==> config.mk <==
export PLATFORM = sky130hd
export DESIGN_NAME = rs_station
export DESIGN_NICKNAME = d
export VERILOG_FILES = /design/src/rtl/rs_pkg.sv /design/src/rtl/rs_alloc.sv /design/src/rtl/rs_entry.sv /design/src/rtl/rs_age_select.sv /design/src/rtl/rs_station.sv
export SDC_FILE = /design/constraint.sdc
export NUM_CORES = 1
export LEC_CHECK = 0
export BUFFER_PORTS_ARGS = -buffer_cell sky130_fd_sc_hd__clkbuf_2
export CORE_ASPECT_RATIO = 0.7
export CORE_UTILIZATION = 53
export CTS_BUF_LIST = sky130_fd_sc_hd__clkbuf_4
export DETAILED_ROUTE_END_ITERATION = 12
export PLACE_DENSITY = 0.71
export SYNTH_ARGS = -nofsm -noshare
export SYNTH_HDL_FRONTEND = slang
export SYNTH_HIERARCHICAL = 1
export SYNTH_SLANG_ARGS = --single-unit
==> constraint.sdc <==
create_clock -name clk -period 5 [get_ports clk]
set_clock_uncertainty 0.1 [all_clocks]
set_input_delay 0.25 -clock clk [delete_from_list [all_inputs] [get_ports clk]]
set_output_delay 0.25 -clock clk [all_outputs]
set_load 0.005 [all_outputs]
==> src/rtl/rs_pkg.sv <==
`timescale 1ns/1ps
package rs_pkg;

  // Tag value meaning "operand already present, no producer pending".
  localparam int unsigned TAG_NONE = 0;

  typedef int unsigned tag_num_t;

  // True when a live broadcast carries the tag a source is waiting for.
  function automatic logic bus_hits(input logic bus_valid,
                                    input tag_num_t bus_tag,
                                    input tag_num_t src_tag);
    return bus_valid && (src_tag != TAG_NONE) && (bus_tag == src_tag);
  endfunction

endpackage

==> src/rtl/rs_alloc.sv <==
`timescale 1ns/1ps
module rs_alloc #(
  parameter  int NUM_ENT = 4,
  localparam int IDX_W   = $clog2(NUM_ENT)
) (
  input  logic [NUM_ENT-1:0] valid_vec,
  output logic [IDX_W-1:0]   free_idx,
  output logic               any_free
);

  // Lowest-numbered empty slot wins.
  always_comb begin
    free_idx = '0;
    any_free = 1'b0;
    for (int i = NUM_ENT - 1; i >= 0; i--) begin
      if (!valid_vec[i]) begin
        free_idx = i[IDX_W-1:0];
        any_free = 1'b1;
      end
    end
  end

endmodule

==> src/rtl/rs_entry.sv <==
`timescale 1ns/1ps
module rs_entry
  import rs_pkg::*;
#(
  parameter int DATA_W = 16,
  parameter int OP_W   = 4,
  parameter int TAG_W  = 3
) (
  input  logic              clk,
  input  logic              rst_n,
  input  logic              alloc_i,
  input  logic              release_i,
  input  logic [OP_W-1:0]   iss_op_i,
  input  logic [TAG_W-1:0]  iss_ta_i,
  input  logic [DATA_W-1:0] iss_da_i,
  input  logic [TAG_W-1:0]  iss_tb_i,
  input  logic [DATA_W-1:0] iss_db_i,
  input  logic              bus_valid_i,
  input  logic [TAG_W-1:0]  bus_tag_i,
  input  logic [DATA_W-1:0] bus_data_i,
  output logic              valid_o,
  output logic              ready_o,
  output logic [OP_W-1:0]   op_o,
  output logic [DATA_W-1:0] a_o,
  output logic [DATA_W-1:0] b_o
);

  logic              valid_q, valid_d;
  logic [OP_W-1:0]   op_q, op_d;
  logic [TAG_W-1:0]  ta_q, ta_d, tb_q, tb_d;
  logic [DATA_W-1:0] da_q, da_d, db_q, db_d;
  logic              wake_a, wake_b, snap_a, snap_b, body_en;

  always_comb begin
    wake_a  = valid_q && bus_hits(bus_valid_i, tag_num_t'(bus_tag_i), tag_num_t'(ta_q));
    wake_b  = valid_q && bus_hits(bus_valid_i, tag_num_t'(bus_tag_i), tag_num_t'(tb_q));
    snap_a  = bus_hits(bus_valid_i, tag_num_t'(bus_tag_i), tag_num_t'(iss_ta_i));
    snap_b  = bus_hits(bus_valid_i, tag_num_t'(bus_tag_i), tag_num_t'(iss_tb_i));
    body_en = alloc_i || wake_a || wake_b;

    valid_d = valid_q;
    if (release_i) valid_d = 1'b0;
    if (alloc_i)   valid_d = 1'b1;

    op_d = op_q;
    ta_d = ta_q;
    da_d = da_q;
    tb_d = tb_q;
    db_d = db_q;
    if (alloc_i) begin
      op_d = iss_op_i;
      ta_d = snap_a ? '0 : iss_ta_i;
      da_d = snap_a ? bus_data_i : iss_da_i;
      tb_d = snap_b ? '0 : iss_tb_i;
      db_d = snap_b ? bus_data_i : iss_db_i;
    end else begin
      if (wake_a) begin
        ta_d = '0;
        da_d = bus_data_i;
      end
      if (wake_b) begin
        tb_d = '0;
        db_d = bus_data_i;
      end
    end
  end

  always_ff @(posedge clk or negedge rst_n) begin
    if (!rst_n) valid_q <= 1'b0;
    else        valid_q <= valid_d;
  end

  always_ff @(posedge clk) begin
    if (body_en) begin
      op_q <= op_d;
      ta_q <= ta_d;
      da_q <= da_d;
      tb_q <= tb_d;
      db_q <= db_d;
    end
  end

  assign valid_o = valid_q;
  assign ready_o = valid_q && (ta_q == '0) && (tb_q == '0);
  assign op_o    = op_q;
  assign a_o     = da_q;
  assign b_o     = db_q;

endmodule

==> src/rtl/rs_age_select.sv <==
`timescale 1ns/1ps
module rs_age_select #(
  parameter  int NUM_ENT = 4,
  localparam int IDX_W   = $clog2(NUM_ENT)
) (
  input  logic               clk,
  input  logic               rst_n,
  input  logic [NUM_ENT-1:0] alloc_vec,
  input  logic [NUM_ENT-1:0] valid_vec,
  input  logic [NUM_ENT-1:0] ready_vec,
  output logic [NUM_ENT-1:0] grant_vec,
  output logic [IDX_W-1:0]   grant_idx,
  output logic               any_ready
);

  // Bit i*NUM_ENT+j set: slot i was issued before slot j.
  logic [NUM_ENT*NUM_ENT-1:0] older_q, older_d;
  logic [NUM_ENT-1:0]         blocked, elig;
  logic                       age_en, found;

  always_comb begin
    age_en  = |alloc_vec;
    older_d = older_q;
    for (int i = 0; i < NUM_ENT; i++) begin
      for (int j = 0; j < NUM_ENT; j++) begin
        if (alloc_vec[j]) older_d[i*NUM_ENT+j] = valid_vec[i] && (i != j);
        if (alloc_vec[i]) older_d[i*NUM_ENT+j] = 1'b0;
      end
    end
  end

  always_ff @(posedge clk or negedge rst_n) begin
    if (!rst_n)      older_q <= '0;
    else if (age_en) older_q <= older_d;
  end

  always_comb begin
    for (int i = 0; i < NUM_ENT; i++) begin
      blocked[i] = 1'b0;
      for (int j = 0; j < NUM_ENT; j++) begin
        blocked[i] = blocked[i] | (ready_vec[j] & older_q[j*NUM_ENT+i]);
      end
      elig[i] = ready_vec[i] & ~blocked[i];
    end
    grant_vec = '0;
    grant_idx = '0;
    found     = 1'b0;
    for (int i = 0; i < NUM_ENT; i++) begin
      if (elig[i] && !found) begin
        grant_vec[i] = 1'b1;
        grant_idx    = i[IDX_W-1:0];
        found        = 1'b1;
      end
    end
    any_ready = |ready_vec;
  end

endmodule

==> src/rtl/rs_station.sv <==
`timescale 1ns/1ps
module rs_station #(
  parameter  int NUM_ENT = 4,
  parameter  int DATA_W  = 16,
  parameter  int OP_W    = 4,
  localparam int TAG_W   = $clog2(NUM_ENT + 1),
  localparam int IDX_W   = $clog2(NUM_ENT)
) (
  input  logic              clk,
  input  logic              rst_n,
  input  logic              iss_valid,
  input  logic [OP_W-1:0]   iss_op,
  input  logic [TAG_W-1:0]  iss_src_a_tag,
  input  logic [DATA_W-1:0] iss_src_a_val,
  input  logic [TAG_W-1:0]  iss_src_b_tag,
  input  logic [DATA_W-1:0] iss_src_b_val,
  output logic              iss_full,
  output logic [TAG_W-1:0]  iss_tag,
  input  logic              res_valid,
  input  logic [TAG_W-1:0]  res_tag,
  input  logic [DATA_W-1:0] res_data,
  output logic              fu_valid,
  input  logic              fu_ready,
  output logic [OP_W-1:0]   fu_op,
  output logic [TAG_W-1:0]  fu_tag,
  output logic [DATA_W-1:0] fu_src_a,
  output logic [DATA_W-1:0] fu_src_b
);

  logic [NUM_ENT-1:0] valid_vec, ready_vec, alloc_vec, release_vec, grant_vec;
  logic [IDX_W-1:0]   free_idx, grant_idx;
  logic               any_free, any_ready, iss_fire, fu_fire;
  logic [OP_W-1:0]    ent_op [NUM_ENT];
  logic [DATA_W-1:0]  ent_a  [NUM_ENT];
  logic [DATA_W-1:0]  ent_b  [NUM_ENT];

  rs_alloc #(.NUM_ENT(NUM_ENT)) u_alloc (
    .valid_vec (valid_vec),
    .free_idx  (free_idx),
    .any_free  (any_free)
  );

  assign iss_fire = iss_valid && any_free;
  assign fu_fire  = fu_valid && fu_ready;

  generate
    for (genvar g = 0; g < NUM_ENT; g++) begin : g_slot
      assign alloc_vec[g]   = iss_fire && (free_idx == IDX_W'(g));
      assign release_vec[g] = fu_fire && grant_vec[g];

      rs_entry #(.DATA_W(DATA_W), .OP_W(OP_W), .TAG_W(TAG_W)) u_entry (
        .clk         (clk),
        .rst_n       (rst_n),
        .alloc_i     (alloc_vec[g]),
        .release_i   (release_vec[g]),
        .iss_op_i    (iss_op),
        .iss_ta_i    (iss_src_a_tag),
        .iss_da_i    (iss_src_a_val),
        .iss_tb_i    (iss_src_b_tag),
        .iss_db_i    (iss_src_b_val),
        .bus_valid_i (res_valid),
        .bus_tag_i   (res_tag),
        .bus_data_i  (res_data),
        .valid_o     (valid_vec[g]),
        .ready_o     (ready_vec[g]),
        .op_o        (ent_op[g]),
        .a_o         (ent_a[g]),
        .b_o         (ent_b[g])
      );
    end
  endgenerate

  rs_age_select #(.NUM_ENT(NUM_ENT)) u_select (
    .clk       (clk),
    .rst_n     (rst_n),
    .alloc_vec (alloc_vec),
    .valid_vec (valid_vec),
    .ready_vec (ready_vec),
    .grant_vec (grant_vec),
    .grant_idx (grant_idx),
    .any_ready (any_ready)
  );

  assign iss_full = !any_free;
  assign iss_tag  = TAG_W'(free_idx) + TAG_W'(1);
  assign fu_valid = any_ready;
  assign fu_tag   = TAG_W'(grant_idx) + TAG_W'(1);
  assign fu_op    = ent_op[grant_idx];
  assign fu_src_a = ent_a[grant_idx];
  assign fu_src_b = ent_b[grant_idx];

endmodule

After elaboration in Yosys (flattened, before gate mapping)
Index checks and enable logic that the tools add are counted.
W data, S select, Z words.
{"block": "op_classes", "order_cmp": 1, "eq_ne": 13, "reduce_logical": 118, "add_sub_neg": 2, "n_mux": 94, "bitwise_logic": 29}
{"cell": "$mux W16", "count": 22}
{"cell": "$bmux W16 S2", "count": 2}
{"cell": "$mux W3", "count": 18}
{"cell": "$logic_and A1 B1 Y1", "count": 49}
{"cell": "$mux W1", "count": 43}
{"cell": "$reduce_and A2 Y1", "count": 18}
{"cell": "$reduce_bool A2 Y1", "count": 18}
{"cell": "$eq A3 B3 Y1", "count": 10}
{"cell": "$reduce_bool A3 Y1", "count": 10}
{"cell": "$logic_not A3 Y1", "count": 8}
{"cell": "$and A1 B1 Y1", "count": 16}
{"cell": "$mux W2", "count": 6}
{"cell": "$bmux W4 S2", "count": 1}
{"cell": "$logic_or A1 B1 Y1", "count": 8}
{"cell": "$mux W4", "count": 2}
{"cell": "$or A1 B1 Y1", "count": 8}
{"cell": "$reduce_or A4 Y1", "count": 2}
{"cell": "$add A2 B1 Y3 const B", "count": 2}
{"cell": "$eq A2 B2 Y1 const B", "count": 2}
{"cell": "$logic_not A1 Y1", "count": 4}
{"cell": "$not A1 Y1", "count": 4}
{"cell": "$ge A3 B3 Y1 const B", "count": 1}
{"cell": "$not A2 Y3", "count": 1}
{"cell": "$eq A2 B1 Y1 const B", "count": 1}
{"cell": "$logic_not A2 Y1", "count": 1}
{"block": "word_totals", "out_inout_bits": 44, "input_bits": 66, "register_bits": 184}

Logic depth before layout (Yosys ltp)
{"block": "logic_depth", "depth_word": 22, "depth_mapped": 10}

Cells and area by module
Netlist, hierarchy kept.
{"module": "rs_entry", "area_each_um2": 2112.0, "instances": 4, "cells_per_inst": 131, "seq_area_each_um2": 1286.2}
{"module": "rs_station", "area_each_um2": 1056.0, "instances": 1, "cells_per_inst": 61, "seq_area_each_um2": 0.0}
{"module": "rs_age_select", "area_each_um2": 621.8, "instances": 1, "cells_per_inst": 59, "seq_area_each_um2": 300.3}
{"module": "rs_alloc", "area_each_um2": 28.8, "instances": 1, "cells_per_inst": 5, "seq_area_each_um2": 0.0}

Worst setup path after synthesis
OpenSTA, ideal clock, no wires.
{"block": "synth_timing", "path_type": "register to output", "start": "register g_slot[0].u_entry.tb_q[1]", "end": "output fu_op[0]", "path_slack_ns": 1.647, "arrival_ns": 3.003, "t_required_ns": 4.650, "stages_incl_launch_ff": 10, "path_cell_list": "edfxtp_1 > or4b_2 > nor4_1 > a22oi_1 > nand2_1 > o2111ai_2 > a21oi_1 > buf_6 > buf_12 > mux4_2"}
{"block": "synth_between", "elab_chain_cells": 19, "elab_cells_between_ends": 34, "cone_classes": "mux (9); bitwise (17); reduce/logical (8)"}
{"item": "start, declared", "line": "rs_entry.sv:30", "rtl": "logic [TAG_W-1:0] ta_q, ta_d, tb_q, tb_d;"}
{"item": "start signal, assigned", "line": "rs_entry.sv:78", "rtl": "tb_q <= tb_d;"}
{"item": "$logic_not A3 Y1 (*)", "line": "rs_entry.sv:84", "rtl": "assign ready_o = valid_q && (ta_q == '0) && (tb_q == '0);"}
{"item": "$logic_and A1 B1 Y1 (*)", "line": "rs_entry.sv:84"}
{"item": "named net ready_vec[0]", "line": "rs_station.sv:30", "rtl": "logic [NUM_ENT-1:0] valid_vec, ready_vec, alloc_vec, release_vec, grant_vec;"}
{"item": "$and A1 B1 Y1", "line": "rs_age_select.sv:41", "rtl": "blocked[i] = blocked[i] | (ready_vec[j] & older_q[j*NUM_ENT+i]);"}
{"item": "$or A1 B1 Y1 (2 in series)", "line": "rs_age_select.sv:41"}
{"item": "$not A1 Y1", "line": "rs_age_select.sv:43", "rtl": "elig[i] = ready_vec[i] & ~blocked[i];"}
{"item": "$and A1 B1 Y1", "line": "rs_age_select.sv:43"}
{"item": "$logic_and A1 B1 Y1", "line": "rs_age_select.sv:49", "rtl": "if (elig[i] && !found) begin"}
{"item": "[3 not listed]"}
{"item": "$mux W1", "line": "rs_age_select.sv:49"}
{"item": "$logic_not A1 Y1", "line": "rs_age_select.sv:49"}
{"item": "$logic_and A1 B1 Y1", "line": "rs_age_select.sv:49"}
{"item": "$mux W2 (*)", "line": "rs_age_select.sv:49"}
{"item": "named net grant_idx[0]", "line": "rs_station.sv:31", "rtl": "logic [IDX_W-1:0] free_idx, grant_idx;"}
{"item": "$not A2 Y3 (not written as such) (*)", "line": "rs_station.sv:88", "rtl": "assign fu_op = ent_op[grant_idx];"}
{"item": "$bmux W4 S2 (*)", "line": "rs_station.sv:88"}
{"item": "$mux W4 (not written as such) (*) (2 in series)", "line": "rs_station.sv:88"}
{"item": "end, declared", "line": "rs_station.sv:24", "rtl": "output logic [OP_W-1:0] fu_op,"}
Mark *: on every way through the listed nets, which the timed path passes. The rest lies on a longest branch. The select of a mux whose other input is x is not followed.

Final worst setup path
{"block": "layout_timing", "start": "register g_slot[0].u_entry.valid_q", "end": "output fu_src_b[12]"}
{"block": "layout_between", "elab_chain_cells": 19, "elab_cells_between_ends": 34, "cone_classes": "mux (9); bitwise (17); reduce/logical (8)"}
{"item": "start, declared", "line": "rs_entry.sv:28", "rtl": "logic valid_q, valid_d;"}
{"item": "start signal, assigned", "line": "rs_entry.sv:70", "rtl": "else valid_q <= valid_d;"}
{"item": "$logic_and A1 B1 Y1 (*) (2 in series)", "line": "rs_entry.sv:84"}
{"item": "named net ready_vec[0]", "line": "rs_station.sv:30"}
{"item": "$and A1 B1 Y1", "line": "rs_age_select.sv:41"}
{"item": "$or A1 B1 Y1 (2 in series)", "line": "rs_age_select.sv:41"}
{"item": "$not A1 Y1", "line": "rs_age_select.sv:43"}
{"item": "$and A1 B1 Y1", "line": "rs_age_select.sv:43"}
{"item": "$logic_and A1 B1 Y1", "line": "rs_age_select.sv:49"}
{"item": "$mux W1", "line": "rs_age_select.sv:49"}
{"item": "[2 not listed]"}
{"item": "$mux W1", "line": "rs_age_select.sv:49"}
{"item": "$logic_not A1 Y1", "line": "rs_age_select.sv:49"}
{"item": "$logic_and A1 B1 Y1", "line": "rs_age_select.sv:49"}
{"item": "$mux W2 (*)", "line": "rs_age_select.sv:49"}
{"item": "named net grant_idx[0]", "line": "rs_station.sv:31"}
{"item": "$not A2 Y3 (not written as such) (*)", "line": "rs_station.sv:90", "rtl": "assign fu_src_b = ent_b[grant_idx];"}
{"item": "$bmux W16 S2 (*)", "line": "rs_station.sv:90"}
{"item": "$mux W16 (not written as such) (*) (2 in series)", "line": "rs_station.sv:90"}
{"item": "end, declared", "line": "rs_station.sv:27", "rtl": "output logic [DATA_W-1:0] fu_src_b"}
Marks and branches as above.

==> results.sh <==
export IMPL_outcome="complete, no violations"
export IMPL_avgViaCountPerCell=6.057
export IMPL_drv_slew=0
export IMPL_rsz0062_at_grt="no"
export IMPL_hold_buffers=52
export IMPL_fin_util=0.6256
export IMPL_crit_path_start_kind="flop"
export IMPL_multi_input_area_um2=4242
export IMPL_r2r_cells=8
export IMPL_cp_slowest_cell="mux4_1"
export IMPL_hold_path_class="primary input to flop"
export IMPL_ff2ff_setup_slack_ns=0.97
export IMPL_vias=6317
export IMPL_postCtsSetupRepairBufs=0
export IMPL_share_seq_of_total_power=0.508
export IMPL_grt_pass1_wl_um=36600
export IMPL_yosys_cell_types_count=46
export IMPL_crit_path_end_kind="output port"
export IMPL_clk_path_buf_depth=2
export IMPL_cp_cell_sequence="or4b_2 > nor4_1 > a22oi_1 > nand2_1 > o2111ai_2 > a21oi_4 > buf_4 > mux4_1 > clkbuf_2"
export IMPL_finalSetupTns_ns=0
export IMPL_hp_start="iss_src_a_tag[1]"
export IMPL_routed_top_layer="met4"
export IMPL_min_period_ns=4.722
export IMPL_pwr_share_comb=0.307
export IMPL_diodes=0
export IMPL_dpl_cell_count=959
export IMPL_setup_viol=0
export IMPL_root_buffer="clkbuf_4"
export IMPL_rows=41
export IMPL_holdPathStages=3
export IMPL_syn_to_final_growth_pct=13.13
export IMPL_relSlewSlack=0.2009
export IMPL_ys_seq_area_frac=0.5362
export IMPL_hold_violations=0
export IMPL_nets=865
export IMPL_synth_warnings=6
export IMPL_place_congestion=0.8489
export IMPL_cp_max_fo=23
export IMPL_place_port_buffers=109
export IMPL_numCtsBuffers=17
export IMPL_final_area_um2=11490
export IMPL_clkTransAtPathRegs_ns=0.15
export IMPL_clkLatencyLatePin_ns=0.57
export IMPL_avgSynthCellArea_um2=15.65
export IMPL_ant_nets=0
export IMPL_grt_max_degree=37
export IMPL_worst_r2r_startpoint="g_slot[3].u_entry/valid_o"
export IMPL_ios=110
export IMPL_power_density_nw_per_um2=388.7
export IMPL_syn_inst=649
export IMPL_dp_hpwl_um=15080
export IMPL_maxCapViolCount=0
export IMPL_start_util=0.5529
export IMPL_clock_sinks=184
export IMPL_initialDrtViolationCount=575
export IMPL_power_share_clock=0.186
export IMPL_fillers=1376
export IMPL_drt_pass1_iter_count=5
export IMPL_p_switching_mw=1.396
export IMPL_drc_errors=0
export IMPL_die_h_um=117.8
export IMPL_cts_tree="done"
export IMPL_drt_met1_wl_um=10980
export IMPL_cts_resized=0
export IMPL_overflow=0
export IMPL_wirelength_um=23700
export IMPL_crit_type="flop to output port"
export IMPL_crit_arrival_ns=4.37
export IMPL_die_area_um2=19730
export IMPL_cp_slowest_stage_delay_ns=0.65
export IMPL_placed_cell_area_um2=10680
export IMPL_p_sw_frac=0.3126
export IMPL_cell_internal_pwr_mw=3.070
export IMPL_syn_area_um2=10150
export IMPL_peakVddDrop_uv=170.6
export IMPL_coreArea_um2=18370
export IMPL_crit_family="simple AND/OR/NAND/NOR gates"
export IMPL_p_leak_nw=4.131
export IMPL_wl_per_cell_um=22.72
export IMPL_syn_nets=720
export IMPL_route_met3_wl_um=1580
export IMPL_fin_cells=1043
export IMPL_worstMarginPinSlew_ns=1.199
export IMPL_hold_end="g_slot[0].u_entry/ta_q[1]"
export IMPL_crit_required_ns=4.65
export IMPL_dr_wl_met2_um=11010
export IMPL_antenna_found_initial=0
export IMPL_fp_dieW_um=167.4
export IMPL_grt_usage=0.2496
export IMPL_register_area_um2=5445
export IMPL_ys_ff_latch=184
export IMPL_cts_htree_levels=4
export IMPL_r2r_end="g_slot[3].u_entry/a_o[13]"
export IMPL_crit_buf_inv=2
export IMPL_fmax_mhz=211.8
export IMPL_min_period_over_period=0.9444
export IMPL_drive_gt1_frac=0.4287
export IMPL_grt_pass1_vias=6430
-- cell type report --
| cell class | instances | area share |
|---|---|---|
| flip-flops and latches | 184 | 0.4740 |
| multi-input cells | 405 | 0.3692 |
| repair buffers | 174 | 0.1024 |
| well taps | 236 | 0.02570 |
| clock inverters | 14 | 0.01307 |
| clock buffers | 18 | 0.01176 |
| inverters | 12 | 0.003921 |
-- cells in the mapped netlist (all sizes together) --
cell     instances  share of area
clkbuf           8         0.0030
dfrtp           16          0.039
or4b             4         0.0039
or2              4         0.0025
xnor2           32          0.031
o211ai           4         0.0084
mux2           128           0.16
and3             9         0.0060
a21boi           1        0.00074
nand4            9         0.0055
edfxtp         168           0.50
inv             12         0.0044
or4              1        0.00074
a22oi            4         0.0030
a31oi            8         0.0049
o2111ai          1         0.0015
mux4            36          0.082
and2            20          0.013
buf             40          0.041
nand3           13         0.0064
a21o             5         0.0038
nand2b           2         0.0020
nor3b           16          0.014
nand3b           4         0.0030
o311a            4         0.0039
nand2           17         0.0063
mux2i           12          0.012
nor2            23         0.0090
a41oi            4         0.0034
a21oi           19         0.0097
nor4             4         0.0025
o31ai            8         0.0059
ha               5         0.0062
a41o             8         0.0079
-- cells in the final DEF, fill, tap and decap left out, types with 18 or more instances in the layout --
cell type | Yosys | layout
clkbuf_2 | 0 | 109
dlygate4sd3_1 | 0 | 52
nor2_1 | 21 | 21
xnor2_1 | 28 | 28
clkbuf_4 | 0 | 18
edfxtp_1 | 168 | 168
mux4_2 | 29 | 29
mux2_4 | 40 | 40
mux2_2 | 88 | 88
-- cell families after synthesis --
logic type / count (synthesis) / share of synthesized area
buf+inv: 60 / 0.04793
simple gates: 126 / 0.07491
mux: 176 / 0.2510
xor+xnor: 32 / 0.03056
flops: 184 / 0.5362
compound gates: 66 / 0.05323
fa+ha+maj: 5 / 0.006161
-- registers in the layout, summed over array words and instances (netlist names) --
register,flops
g_slot.u_entry/ta_q,12
g_slot.u_entry/valid_o,4
u_select/older_q,12
g_slot.u_entry/op_o,16
g_slot.u_entry/a_o,64
g_slot.u_entry/b_o,64
g_slot.u_entry/tb_q,12
-- power by group through the flow --
stage	sequential (mW)	clock, mW	combinational (mW)
final	2.27	0.830	1.37
after global routing	2.30	0.907	1.48
after CTS	2.27	0.852	1.38
after detailed placement	2.30	0	1.33
after global placement	2.28	0	1.29
after floorplan	2.23	0	0.959
-- through the flow --
step / hold slack [ns] / power, mW / worst slack, ns
after floorplan: -0.1456 / 3.186 / 1.647
after global placement: 0.09077 / 3.577 / 1.076
after detailed placement: 0.1003 / 3.632 / 0.9663
after CTS: 0.0007921 / 4.495 / 0.3011
after global routing: 0.001880 / 4.686 / 0.03772
final: 0.05537 / 4.465 / 0.2779
-- tightest hold or removal path, stage by stage --
cell and delay (ns):
clkbuf_2 0.18, nand2_1 0.10, a41oi_1 0.04
-- per-layer routing --
layer,track usage,vias up
li1,-,2847
met1,0.3522,3224
met2,0.3953,232
met3,0.06153,14
met4,0.04644,0
met5,0,-
-- worst max path at each step --
stage                         startpoint            to  slack, ns  cells after the start
6_report       g_slot[0].u_entry/valid_o  fu_src_b[12]       0.28                      9
2_1_floorplan  g_slot[0].u_entry/tb_q[1]      fu_op[0]       1.65                      9
3_3_place_gp   g_slot[0].u_entry/valid_o   fu_src_b[2]       1.08                      9
3_5_place_dp   g_slot[0].u_entry/tb_q[1]  fu_src_b[12]       0.97                      9
5_1_grt        g_slot[0].u_entry/valid_o  fu_src_b[12]       0.04                      9
4_1_cts        g_slot[0].u_entry/valid_o  fu_src_b[12]       0.30                      9
Note: power is estimated with default switching activity, not from simulation.
